`src/rtl/bfp_pkg.sv`:
```
// Package: shared sizing constants of the block floating point controller.
// Assumes a 16-bit data path, at most 4 shifts per pass and a 4-bit tag.
package bfp_pkg;
    localparam int DATA_W    = 16;
    localparam int PASS_CAP  = 4;
    localparam int TOT_WIDE  = 15;
    localparam int TOT_NARW  = 14;
    localparam int CNT_W     = $clog2(DATA_W + 1);
    localparam int SHIFT_W   = $clog2(PASS_CAP + 1);
    localparam int TAG_W     = $clog2(TOT_WIDE + 1);
endpackage

```
`src/rtl/bfp_sign_count.sv`:
```
// Module: counts the redundant sign bits of one two's complement word.
// Assumes W >= 2; the result lies in 0 .. W-1 and is purely combinational.
module bfp_sign_count #(
    parameter int W   = bfp_pkg::DATA_W,
    parameter int CW  = bfp_pkg::CNT_W
) (
    input  logic [W-1:0]  val,
    output logic [CW-1:0] red
);
    // Walk down from below the MSB while bits match the sign.
    always_comb begin
        logic run;
        red = '0;
        run = 1'b1;
        for (int i = W - 2; i >= 0; i--) begin
            if (run && (val[i] == val[W-1])) red = red + 1'b1;
            else                              run = 1'b0;
        end
    end
endmodule

```
`src/rtl/bfp_pass_track.sv`:
```
// Module: keeps the smallest headroom seen during the current pass.
// Assumes pass_start opens a pass; a sample in the same cycle is included.
module bfp_pass_track #(
    parameter int W  = bfp_pkg::DATA_W,
    parameter int CW = bfp_pkg::CNT_W
) (
    input  logic          clk,
    input  logic          rst_n,
    input  logic          pass_start,
    input  logic          smp_valid,
    input  logic [W-1:0]  smp_re,
    input  logic [W-1:0]  smp_im,
    output logic [CW-1:0] trk_eff
);
    localparam logic [CW-1:0] TRK_MAX = CW'(W);

    logic [CW-1:0] red_c [2];
    logic [W-1:0]  comp  [2];
    logic [CW-1:0] trk_q;
    logic [CW-1:0] base;
    logic [CW-1:0] hroom;

    assign comp[0] = smp_re;
    assign comp[1] = smp_im;

    // One sign counter per complex component.
    for (genvar g = 0; g < 2; g++) begin : g_comp
        bfp_sign_count #(.W(W), .CW(CW)) u_cnt (.val(comp[g]), .red(red_c[g]));
    end

    // Combine the current sample with the running minimum.
    always_comb begin
        hroom   = (red_c[0] < red_c[1]) ? red_c[0] : red_c[1];
        base    = pass_start ? TRK_MAX : trk_q;
        trk_eff = (smp_valid && hroom < base) ? hroom : base;
    end

    // Hold the running minimum.
    always_ff @(posedge clk) begin
        if (!rst_n) trk_q <= TRK_MAX;
        else        trk_q <= trk_eff;
    end
endmodule

```
`src/rtl/bfp_shift_budget.sv`:
```
// Module: turns each pass measure into a clipped shift, keeps the total,
// the sticky overflow and the end-of-transform flag.
// Assumes the configuration is captured on xform_start only.
module bfp_shift_budget #(
    parameter int CW       = bfp_pkg::CNT_W,
    parameter int SW       = bfp_pkg::SHIFT_W,
    parameter int TW       = bfp_pkg::TAG_W,
    parameter int PASS_CAP = bfp_pkg::PASS_CAP,
    parameter int TOT_WIDE = bfp_pkg::TOT_WIDE,
    parameter int TOT_NARW = bfp_pkg::TOT_NARW
) (
    input  logic          clk,
    input  logic          rst_n,
    input  logic          xform_start,
    input  logic          pass_end,
    input  logic          pass_last,
    input  logic [CW-1:0] trk_eff,
    input  logic          ovf_hit,
    input  logic          cfg_wide,
    input  logic          cfg_off,
    output logic [SW-1:0] shift_q,
    output logic [TW-1:0] total_q,
    output logic          ovf_q,
    output logic          done_q,
    output logic          wide_q,
    output logic          off_q
);
    localparam logic [CW-1:0] CAP_P = CW'(PASS_CAP);

    logic [CW-1:0] cap_tot;
    logic [CW-1:0] room;
    logic [CW-1:0] cand;
    logic [CW-1:0] nxt;

    // Clip the measure to the per-pass cap and the remaining budget.
    always_comb begin
        cap_tot = wide_q ? CW'(TOT_WIDE) : CW'(TOT_NARW);
        room    = cap_tot - CW'(total_q);
        cand    = (trk_eff > CAP_P) ? CAP_P : trk_eff;
        nxt     = off_q ? '0 : ((cand > room) ? room : cand);
    end

    // Update configuration, shift, total, overflow and completion state.
    always_ff @(posedge clk) begin
        if (!rst_n) begin
            shift_q <= '0;
            total_q <= '0;
            ovf_q   <= 1'b0;
            done_q  <= 1'b0;
            wide_q  <= 1'b0;
            off_q   <= 1'b0;
        end else if (xform_start) begin
            shift_q <= '0;
            total_q <= '0;
            ovf_q   <= 1'b0;
            done_q  <= 1'b0;
            wide_q  <= cfg_wide;
            off_q   <= cfg_off;
        end else begin
            if (ovf_hit && !wide_q) ovf_q <= 1'b1;
            if (pass_end) begin
                if (pass_last) begin
                    done_q <= 1'b1;
                end else begin
                    shift_q <= SW'(nxt);
                    total_q <= total_q + TW'(nxt);
                end
            end
        end
    end
endmodule

```
`src/rtl/bfp_scale_ctrl.sv`:
```
// Module: top of the block floating point scaling controller.
// Assumes the data path applies shift_amt during each pass and raises
// smp_ovf alongside smp_valid when its 2-bit growth result overflowed.
module bfp_scale_ctrl #(
    parameter int W  = bfp_pkg::DATA_W,
    parameter int CW = bfp_pkg::CNT_W,
    parameter int SW = bfp_pkg::SHIFT_W,
    parameter int TW = bfp_pkg::TAG_W
) (
    input  logic          clk,
    input  logic          rst_n,
    input  logic          xform_start,
    input  logic          pass_start,
    input  logic          pass_end,
    input  logic          pass_last,
    input  logic          smp_valid,
    input  logic [W-1:0]  smp_re,
    input  logic [W-1:0]  smp_im,
    input  logic          smp_ovf,
    input  logic          cfg_wide_growth,
    input  logic          cfg_bfp_off,
    output logic [SW-1:0] shift_amt,
    output logic [TW-1:0] scale_tag,
    output logic          tag_valid,
    output logic          zero_bins
);
    logic [CW-1:0] trk_eff;
    logic [TW-1:0] total;
    logic          ovf;
    logic          wide_q;
    logic          off_q;

    bfp_pass_track #(.W(W), .CW(CW)) u_track (
        .clk(clk), .rst_n(rst_n), .pass_start(pass_start),
        .smp_valid(smp_valid), .smp_re(smp_re), .smp_im(smp_im),
        .trk_eff(trk_eff)
    );

    bfp_shift_budget #(.CW(CW), .SW(SW), .TW(TW)) u_budget (
        .clk(clk), .rst_n(rst_n), .xform_start(xform_start),
        .pass_end(pass_end), .pass_last(pass_last), .trk_eff(trk_eff),
        .ovf_hit(smp_valid && smp_ovf), .cfg_wide(cfg_wide_growth),
        .cfg_off(cfg_bfp_off), .shift_q(shift_amt), .total_q(total),
        .ovf_q(ovf), .done_q(tag_valid), .wide_q(wide_q), .off_q(off_q)
    );

    // Reserved all-ones code marks an overflow.
    assign scale_tag = ovf ? {TW{1'b1}} : total;
    // Zero request only once the transform is complete.
    assign zero_bins = tag_valid && ovf;
endmodule

```
`config.mk`:
```
export PLATFORM = sky130hd
export DESIGN_NAME = bfp_scale_ctrl
export DESIGN_NICKNAME = d
export VERILOG_FILES = /design/src/rtl/bfp_pkg.sv /design/src/rtl/bfp_sign_count.sv /design/src/rtl/bfp_pass_track.sv /design/src/rtl/bfp_shift_budget.sv /design/src/rtl/bfp_scale_ctrl.sv
export SDC_FILE = /design/constraint.sdc
export NUM_CORES = 1
export LEC_CHECK = 0
export BUFFER_PORTS_ARGS = -buffer_cell sky130_fd_sc_hd__clkbuf_2
export CELL_PAD_IN_SITES_DETAIL_PLACEMENT = 0
export CELL_PAD_IN_SITES_GLOBAL_PLACEMENT = 1
export CORE_ASPECT_RATIO = 0.6
export CORE_MARGIN = 3
export CORE_UTILIZATION = 25
export DETAILED_ROUTE_END_ITERATION = 10
export PLACE_DENSITY_LB_ADDON = 0.15
export SKIP_LAST_GASP = 1
export SLEW_MARGIN = 20
export SYNTH_ARGS = -nofsm -noshare
export SYNTH_HDL_FRONTEND = slang
export SYNTH_SLANG_ARGS = --single-unit
```
`constraint.sdc`:
```
create_clock -name clk -period 15.88 [get_ports clk]
set_input_delay 0.794 -clock clk [delete_from_list [all_inputs] [get_ports clk]]
set_output_delay 0.794 -clock clk [all_outputs]
set_load 0.05 [all_outputs]
```
======== Yosys cells after proc, flatten, opt, wreduce, memory -nomap -nowiden ========
Cells that the tools add are included.
cells by class
  add/sub/neg operators ................... 30
  $lt $le $gt $ge ......................... 4
  equal/unequal tests ..................... 30
  muxes and demuxes ....................... 66
  bitwise gates (word level) .............. 2
  reduce and logical (&&, ||, !) cells .... 36
operators with widths
  cell                                                 count
  2-to-1 mux 5 bit                                     30
  adder 5 x 1 -> 5 bit (second input constant)         26
  logical AND 1 bit                                    32
  2-to-1 mux 1 bit                                     31
  == test 1 bit                                        30
  2-to-1 mux 4 bit                                     3
  less-than comparator 5 bit                           2
  > comparator 5 x 3 -> 1 bit (second input constant)  1
  > comparator 5 bit                                   1
  subtractor 4 x 4 -> 5 bit                            1
  adder 1 x 1 -> 2 bit (second input constant)         2
  adder 4 bit                                          1
  2-to-1 mux 2 bit                                     2
  AND reduction 2 bit                                  2
  inverter 1 bit                                       2
  OR reduction 2 bit                                   1
  zero test 1 bit                                      1
storage, ports and cells
  flip-flop bits (word level) ............. 16
  bits of input ports ..................... 42
  output and inout port bits .............. 9
  word-level logic and storage cells ...... 175

======== Longest topological paths before layout ========
  depth in word-level cells ............... 41
  depth in mapped cells ................... 69
  depth with buffers taken out ............ 65

======== Modules after synthesis ========
Synthesis repeated with hierarchy kept, for this count alone.
second synthesis, totals
  cell total of the unflattened synthesis .. 639
  area total of the unflattened synthesis .. 4591.9 um^2
modules (own cells, without submodules)
  module            times used  cells each  area an instance (um^2)
  bfp_sign_count    2           232         1536.5
  bfp_shift_budget  1           91          799.5
  bfp_pass_track    1           78          680.7
  bfp_scale_ctrl    1           6           38.8

======== Worst setup path after synthesis ========
OpenSTA, ideal clock, no wires.
  path type ............................... input-to-reg
  start point ............................. input port smp_im[15]
  end point ............................... register u_budget.total_q[3]
  setup time .............................. 0.119 ns
  arrival ................................. 12.442 ns
  setup slack ............................. 3.319 ns
  cell stages on the path ................. 63
  path buffers ............................ 6
  cells stage by stage .................... buf_6 > buf_6 > clkbuf_1 > buf_1 > nand2_1 > o21ai_0 > ha_1 > a21oi_1 > nor2_1 > ha_1 > a22o_1 > ha_1 > a21oi_1 > a21oi_1 > o21ai_0 > nor2_1 > a21oi_1 > mux2_2 > [27 not listed] > and2b_1 > ha_1 > nor2b_1 > o21a_1 > o21a_1 > o21ai_0 > inv_1 > o22ai_1 > clkbuf_1 > nor3_1 > a21o_1 > ha_1 > a21o_1 > a21o_1 > nor2_1 > nor2_1 > o21ai_0 > a21oi_1
between the ends
  longest elaborated chain between the ends .. 41
  elaborated cells between the ends (all ways) .. 83
ends and longest elaborated chain
  what                                                       line                    source
  from (decl)                                                bfp_scale_ctrl.sv:18    input logic [W-1:0] smp_im,
  == test 1 bit                                              bfp_sign_count.sv:16    if (run && (val[i] == val[W-1])) red = red + 1'b1;
  2-to-1 mux 1 bit                                           bfp_sign_count.sv:16
  adder 1 x 1 -> 2 bit or logical AND 1 bit (tied branches)  bfp_sign_count.sv:16
  2-to-1 mux 2 bit or 2-to-1 mux 1 bit (tied branches)       bfp_sign_count.sv:16
  adder 5 x 1 -> 5 bit or logical AND 1 bit (tied branches)  bfp_sign_count.sv:16
  2-to-1 mux 5 bit or 2-to-1 mux 1 bit (tied branches)       bfp_sign_count.sv:16
  adder 5 x 1 -> 5 bit or logical AND 1 bit (tied branches)  bfp_sign_count.sv:16
  2-to-1 mux 5 bit or 2-to-1 mux 1 bit (tied branches)       bfp_sign_count.sv:16
  [25 not listed]                                            -
  logical AND 1 bit                                          bfp_pass_track.sv:35    trk_eff = (smp_valid && hroom < base) ? hroom : base;
  2-to-1 mux 5 bit *                                         bfp_pass_track.sv:35
  > comparator 5 x 3 -> 1 bit                                bfp_shift_budget.sv:39  cand = (trk_eff > CAP_P) ? CAP_P : trk_eff;
  2-to-1 mux 5 bit *                                         bfp_shift_budget.sv:39
  > comparator 5 bit                                         bfp_shift_budget.sv:40  nxt = off_q ? '0 : ((cand > room) ? room : cand);
  2-to-1 mux 4 bit * (2 in a row)                            bfp_shift_budget.sv:40
  net u_budget.nxt[1]                                        bfp_shift_budget.sv:33  logic [CW-1:0] nxt;
  adder 4 bit *                                              bfp_shift_budget.sv:66  total_q <= total_q + TW'(nxt);
  to (signal assigned)                                       bfp_shift_budget.sv:66
  to (decl)                                                  bfp_shift_budget.sv:22  output logic [TW-1:0] total_q,
The timed path passes the listed nets; every way through them passes the cells marked *.
A chain may end at the register's enable or synchronous reset.

======== Final worst setup path ========
  start point ............................. input port smp_re[15]
  end point ............................... register u_budget.total_q[3]
between the ends
  longest elaborated chain between the ends .. 41
  elaborated cells between the ends (all ways) .. 83
ends and longest elaborated chain
  what                                                       line                    source
  from (decl)                                                bfp_scale_ctrl.sv:17    input logic [W-1:0] smp_re,
  == test 1 bit                                              bfp_sign_count.sv:16
  2-to-1 mux 1 bit                                           bfp_sign_count.sv:16
  adder 1 x 1 -> 2 bit or logical AND 1 bit (tied branches)  bfp_sign_count.sv:16
  2-to-1 mux 2 bit or 2-to-1 mux 1 bit (tied branches)       bfp_sign_count.sv:16
  adder 5 x 1 -> 5 bit or logical AND 1 bit (tied branches)  bfp_sign_count.sv:16
  2-to-1 mux 5 bit or 2-to-1 mux 1 bit (tied branches)       bfp_sign_count.sv:16
  adder 5 x 1 -> 5 bit or logical AND 1 bit (tied branches)  bfp_sign_count.sv:16
  2-to-1 mux 5 bit or 2-to-1 mux 1 bit (tied branches)       bfp_sign_count.sv:16
  [25 not listed]                                            -
  logical AND 1 bit                                          bfp_pass_track.sv:35
  2-to-1 mux 5 bit *                                         bfp_pass_track.sv:35
  > comparator 5 x 3 -> 1 bit                                bfp_shift_budget.sv:39
  2-to-1 mux 5 bit *                                         bfp_shift_budget.sv:39
  > comparator 5 bit                                         bfp_shift_budget.sv:40
  2-to-1 mux 4 bit * (2 in a row)                            bfp_shift_budget.sv:40
  net u_budget.nxt[1]                                        bfp_shift_budget.sv:33
  adder 4 bit *                                              bfp_shift_budget.sv:66
Marked as above.

==> impl_metrics.prom <==
# TYPE chip_impl_metric gauge
chip_impl_metric{name="cts-hold-fix-buffers",unit=""} 0
chip_impl_metric{name="arrival_time_reported_for_the_critical_path_endpoint",unit="ns"} 14.47
chip_impl_metric{name="register_area",unit="um2"} 320.3
chip_impl_metric{name="tritoncts_num_sinks",unit=""} 16
chip_impl_metric{name="post_synth_and_or_nand_nor_area_fraction",unit=""} 0.3146
chip_impl_metric{name="maxCapViolations",unit=""} 0
chip_impl_info{name="timing.critical_path.slowest_stage_cell",value="sky130_fd_sc_hd__o22ai_1"} 1
chip_impl_metric{name="numCtsBuffers",unit=""} 3
chip_impl_metric{name="ys_seq_elements",unit=""} 16
chip_impl_metric{name="placed_cell_areas",unit="um2"} 5371
chip_impl_metric{name="num-nets-final",unit=""} 813
chip_impl_metric{name="design.die.area",unit="um2"} 21480
chip_impl_metric{name="clock_latency_at_the_later_pin_of_the_worst_skew_pair",unit="ns"} 0.25
chip_impl_metric{name="fmax",unit="GHz"} 0.06980
chip_impl_info{name="path_common_cell",value="sky130_fd_sc_hd__ha_1"} 1
chip_impl_metric{name="first_pass_grt_wire_length",unit="um"} 24700
chip_impl_metric{name="antenna_found_initial",unit=""} 0
chip_impl_info{name="synth_most_common_cell",value="sky130_fd_sc_hd__nand2_1"} 1
chip_impl_metric{name="avgRoutedWirePerCell",unit="um"} 15.14
chip_impl_metric{name="first_pass_iters",unit=""} 5
chip_impl_info{name="hold_class",value="reg2reg"} 1
chip_impl_metric{name="cts-resized-gates",unit=""} 0
chip_impl_metric{name="power.density",unit="nW/um2"} 41.70
chip_impl_metric{name="drt_drc_violations_left",unit=""} 0
chip_impl_metric{name="htree_levels",unit=""} 1
chip_impl_metric{name="skew",unit="ns"} 0.002221
chip_impl_metric{name="grt.met2_usage",unit=""} 0.1730
chip_impl_metric{name="fillCellCount",unit=""} 2111
chip_impl_metric{name="number_of_buffers_added_for_setup_after_cts",unit=""} 0
chip_impl_metric{name="largest_net_degree_at_the_start_of_global_routing",unit=""} 37
chip_impl_metric{name="report.final.slew_viol_count",unit=""} 0
chip_impl_metric{name="drive_gt1_frac",unit=""} 0.1352
chip_impl_info{name="synth.cells.most_frequent",value="67 x sky130_fd_sc_hd__nand2_1, 58 x sky130_fd_sc_hd__nor2_1, 44 x sky130_fd_sc_hd__ha_1"} 1
chip_impl_metric{name="placement.setup.worst_slack",unit="ns"} 1.376
chip_impl_metric{name="synthesis.area",unit="um2"} 4927
chip_impl_metric{name="routed_wl",unit="um"} 15010
chip_impl_metric{name="ant_nets",unit=""} 0
chip_impl_info{name="cts_root_buffer",value="sky130_fd_sc_hd__clkbuf_16"} 1
chip_impl_metric{name="synth_cells",unit=""} 697
chip_impl_metric{name="yosysWarnings",unit=""} 0
chip_impl_metric{name="post_synth_fa_ha_maj_area_fraction",unit=""} 0.1219
chip_impl_metric{name="tightestPinTransition",unit="ns"} 0.8309
chip_impl_metric{name="globalRouteMet1Util",unit=""} 0.2436
chip_impl_metric{name="min_setup_slack_post_route",unit="ns"} 1.553
chip_impl_metric{name="cts_max_path_buffers",unit=""} 2
chip_impl_metric{name="final_area",unit="um2"} 5460
chip_impl_metric{name="num_vias",unit=""} 5074
chip_impl_metric{name="grt_use_met3",unit=""} 0.01280
chip_impl_metric{name="worst_setup_hold_path_clk_slew",unit="ns"} 0.05
chip_impl_metric{name="compound_gate_portion_of_the_synthesized_area",unit=""} 0.2674
chip_impl_metric{name="worstPathMaxFanout",unit=""} 36
chip_impl_info{name="worstSetupPathType",value="in2reg"} 1
chip_impl_metric{name="synth_edf_count",unit=""} 0
chip_impl_metric{name="grt_pass1_vias",unit=""} 4545
chip_impl_info{name="setup.worst_path.start_class",value="input port"} 1
chip_impl_metric{name="multiInputGateArea",unit="um2"} 4329
chip_impl_info{name="cell_type_with_the_largest_total_area_after_synthesis",value="sky130_fd_sc_hd__ha_1"} 1
chip_impl_metric{name="netlist.area_leader.share",unit=""} 0.1117
chip_impl_metric{name="dieHeight",unit="um"} 114.7
chip_impl_metric{name="buffer_ports.inserted",unit=""} 50
chip_impl_metric{name="final.min_clock_period",unit="ns"} 14.33
chip_impl_metric{name="post-route-period-util",unit=""} 0.9022
chip_impl_metric{name="setup_tns",unit="ns"} 0
chip_impl_info{name="most_congested_layer_reported_by_global_routing",value="met1"} 1
chip_impl_metric{name="dp_cells",unit=""} 987
chip_impl_metric{name="worst_ep_required_time",unit="ns"} 16.02
chip_impl_metric{name="viasPerCell",unit=""} 5.120
chip_impl_metric{name="insertedDiodeCount",unit=""} 0
chip_impl_metric{name="std_cell_rows",unit=""} 39
chip_impl_info{name="run_status",value="complete, no violations"} 1
chip_impl_metric{name="effective_utilization_at_floorplan",unit=""} 0.2569
chip_impl_metric{name="design.portCount",unit=""} 51
chip_impl_metric{name="finish.cell_count_without_fillers",unit=""} 991
chip_impl_info{name="yosys-top-cells-area",value="sky130_fd_sc_hd__ha_1 11%, sky130_fd_sc_hd__dfxtp_1 6.5%, sky130_fd_sc_hd__nand2_1 5.1%"} 1
chip_impl_metric{name="slew_headroom",unit=""} 0.4461
chip_impl_info{name="rsz0062_at_grt",value="no"} 1
chip_impl_metric{name="report.final.setup_viol",unit=""} 0
chip_impl_info{name="synth-main-ff-cell",value="sky130_fd_sc_hd__dfxtp_1"} 1
chip_impl_metric{name="dp_hpwl",unit="um"} 12400
chip_impl_metric{name="synth_sequential_area_ratio",unit=""} 0.06501
chip_impl_metric{name="peak_supply_drop",unit="uV"} 33.59
chip_impl_metric{name="place.gp.congestion",unit=""} 0.8242
chip_impl_metric{name="grt_overflow",unit=""} 0
chip_impl_metric{name="synthDistinctLibCells",unit=""} 80
chip_impl_metric{name="area_growth_syn_to_fin",unit="%"} 10.82
chip_impl_metric{name="detailedRoute.firstIterationViolations",unit=""} 339
chip_impl_metric{name="synth_xor_xnor_area_share",unit=""} 0.09980
chip_impl_info{name="cts_tree",value="done"} 1
chip_impl_metric{name="post_synth_mux_area_share",unit=""} 0.07339
chip_impl_metric{name="p_leak",unit="nW"} 2.308
chip_impl_info{name="combinational_family_with_the_most_area_after_synthesis",value="simple AND/OR/NAND/NOR gates"} 1
chip_impl_metric{name="core",unit="um2"} 19180
chip_impl_metric{name="hold_viol",unit=""} 0
chip_impl_metric{name="grtUsageTotal",unit=""} 0.1367
chip_impl_metric{name="avgSynthCellArea",unit="um2"} 7.069
chip_impl_info{name="worst_setup_path_end_kind",value="flop"} 1
chip_impl_metric{name="timing.critical_path.slowest_cell_delay",unit="ns"} 0.60
chip_impl_metric{name="die_width",unit="um"} 187.2
chip_impl_metric{name="async_flop_share",unit=""} 0
## layout by cell type, fill, tap and decap left out, types with 4 or more instances in the layout
cell                       instances
sky130_fd_sc_hd__and2_1           11
sky130_fd_sc_hd__nand3_1          30
sky130_fd_sc_hd__nor2_1           58
sky130_fd_sc_hd__and3_1           14
sky130_fd_sc_hd__xnor2_1          28
sky130_fd_sc_hd__o22ai_1          10
sky130_fd_sc_hd__or3_1            11
sky130_fd_sc_hd__mux2i_1          17
sky130_fd_sc_hd__nor3_1           19
sky130_fd_sc_hd__nor4_1            6
sky130_fd_sc_hd__a211o_1           4
sky130_fd_sc_hd__a21oi_1          42
sky130_fd_sc_hd__nand4_1          10
sky130_fd_sc_hd__inv_1            37
sky130_fd_sc_hd__a21boi_0          5
sky130_fd_sc_hd__o211ai_1          5
sky130_fd_sc_hd__nand2b_1         11
sky130_fd_sc_hd__or2_2            11
sky130_fd_sc_hd__o21ai_0          40
sky130_fd_sc_hd__ha_1             44
sky130_fd_sc_hd__xor2_1            8
sky130_fd_sc_hd__a21o_1           14
sky130_fd_sc_hd__nand2_1          67
sky130_fd_sc_hd__dfxtp_1          16
sky130_fd_sc_hd__clkbuf_2         50
sky130_fd_sc_hd__nor2b_1          25
sky130_fd_sc_hd__a31oi_1           9
sky130_fd_sc_hd__a211oi_1         13
sky130_fd_sc_hd__o31ai_1           4
sky130_fd_sc_hd__xnor3_1           5
sky130_fd_sc_hd__mux2_2           15
sky130_fd_sc_hd__nand3b_1          4
sky130_fd_sc_hd__o21a_1            9
## power breakdown
part | internal (W) | switching, W | leakage [nW] | total [W]
Sequential | 0.0000420 | 0.00000159 | 0.130 | 0.0000436
Combinational | 0.0000501 | 0.0000778 | 2.13 | 0.000128
Clock | 0.0000383 | 0.0000178 | 0.0442 | 0.0000561
Total | 0.000130 | 0.0000972 | 2.31 | 0.000228
## through the flow
stage / total power, W / utilization / hold WS (ns)
after detailed placement: 0.0001711 / 0.2801 / 0.4868
after CTS: 0.0002277 / 0.2847 / 0.4995
after global placement: 0.0001702 / 0.2801 / 0.4708
after global routing: 0.0002472 / 0.2847 / 0.5307
final: 0.0002277 / 0.2847 / 0.4973
after floorplan: 0.0001400 / - / 0.4655
## per-layer routing
metal / part of all wire / vias to the layer above
met3: 0.043 / 6
met1: 0.61 / 2334
li1: - / 2614
met5: 0 / -
met4: 0.0021 / 0
met2: 0.35 / 120
## worst max-delay path, delay by kind of cell
kind	cells	cell delay [ns]
and+or+nand+nor	13	2.06
AOI/OAI and AO/OA	26	5.58
adders and majority gates	12	3.56
buffers and inverters	2	0.61
muxes	7	1.55
xor gates and xnor gates	2	0.30
## cell families after synthesis
group,Yosys count
buffers and inverters,64
flip-flops,16
other,1
AND/OR/NAND/NOR,297
AO/OA/AOI/OAI,194
adder cells (fa/ha/maj),48
multiplexers,33
XOR/XNOR,44
## final timing paths
check,slack [ns],startpoint,to,cells after the start
worst min register to register,0.50,u_budget.done_q$_SDFFE_PP0P_,u_budget.done_q$_SDFFE_PP0P_,2
worst min-delay path,0.50,u_budget.done_q$_SDFFE_PP0P_,u_budget.done_q$_SDFFE_PP0P_,2
worst max-delay path,1.55,smp_re[15],u_budget.total_q[3]$_SDFFE_PP0P_,62
worst max register to register,10.22,u_track.trk_q[3]$_SDFF_PN0_,u_budget.total_q[3]$_SDFFE_PP0P_,26
## cell type report
cell class,count,share of cell area
clock buffer,4,0.01627
inverter,37,0.02544
multi-input combinational,618,0.7928
sequential,16,0.05866
tap,266,0.06095
timing repair buffer,50,0.04583
## registers in the layout, summed over array words and instances, names as in the netlist
name	count
u_budget.wide_q	1
u_budget.off_q	1
u_budget.shift_q	3
u_budget.total_q	4
u_track.trk_q	5
u_budget.ovf_q	1
u_budget.done_q	1
(Power assumes the default switching activity.)
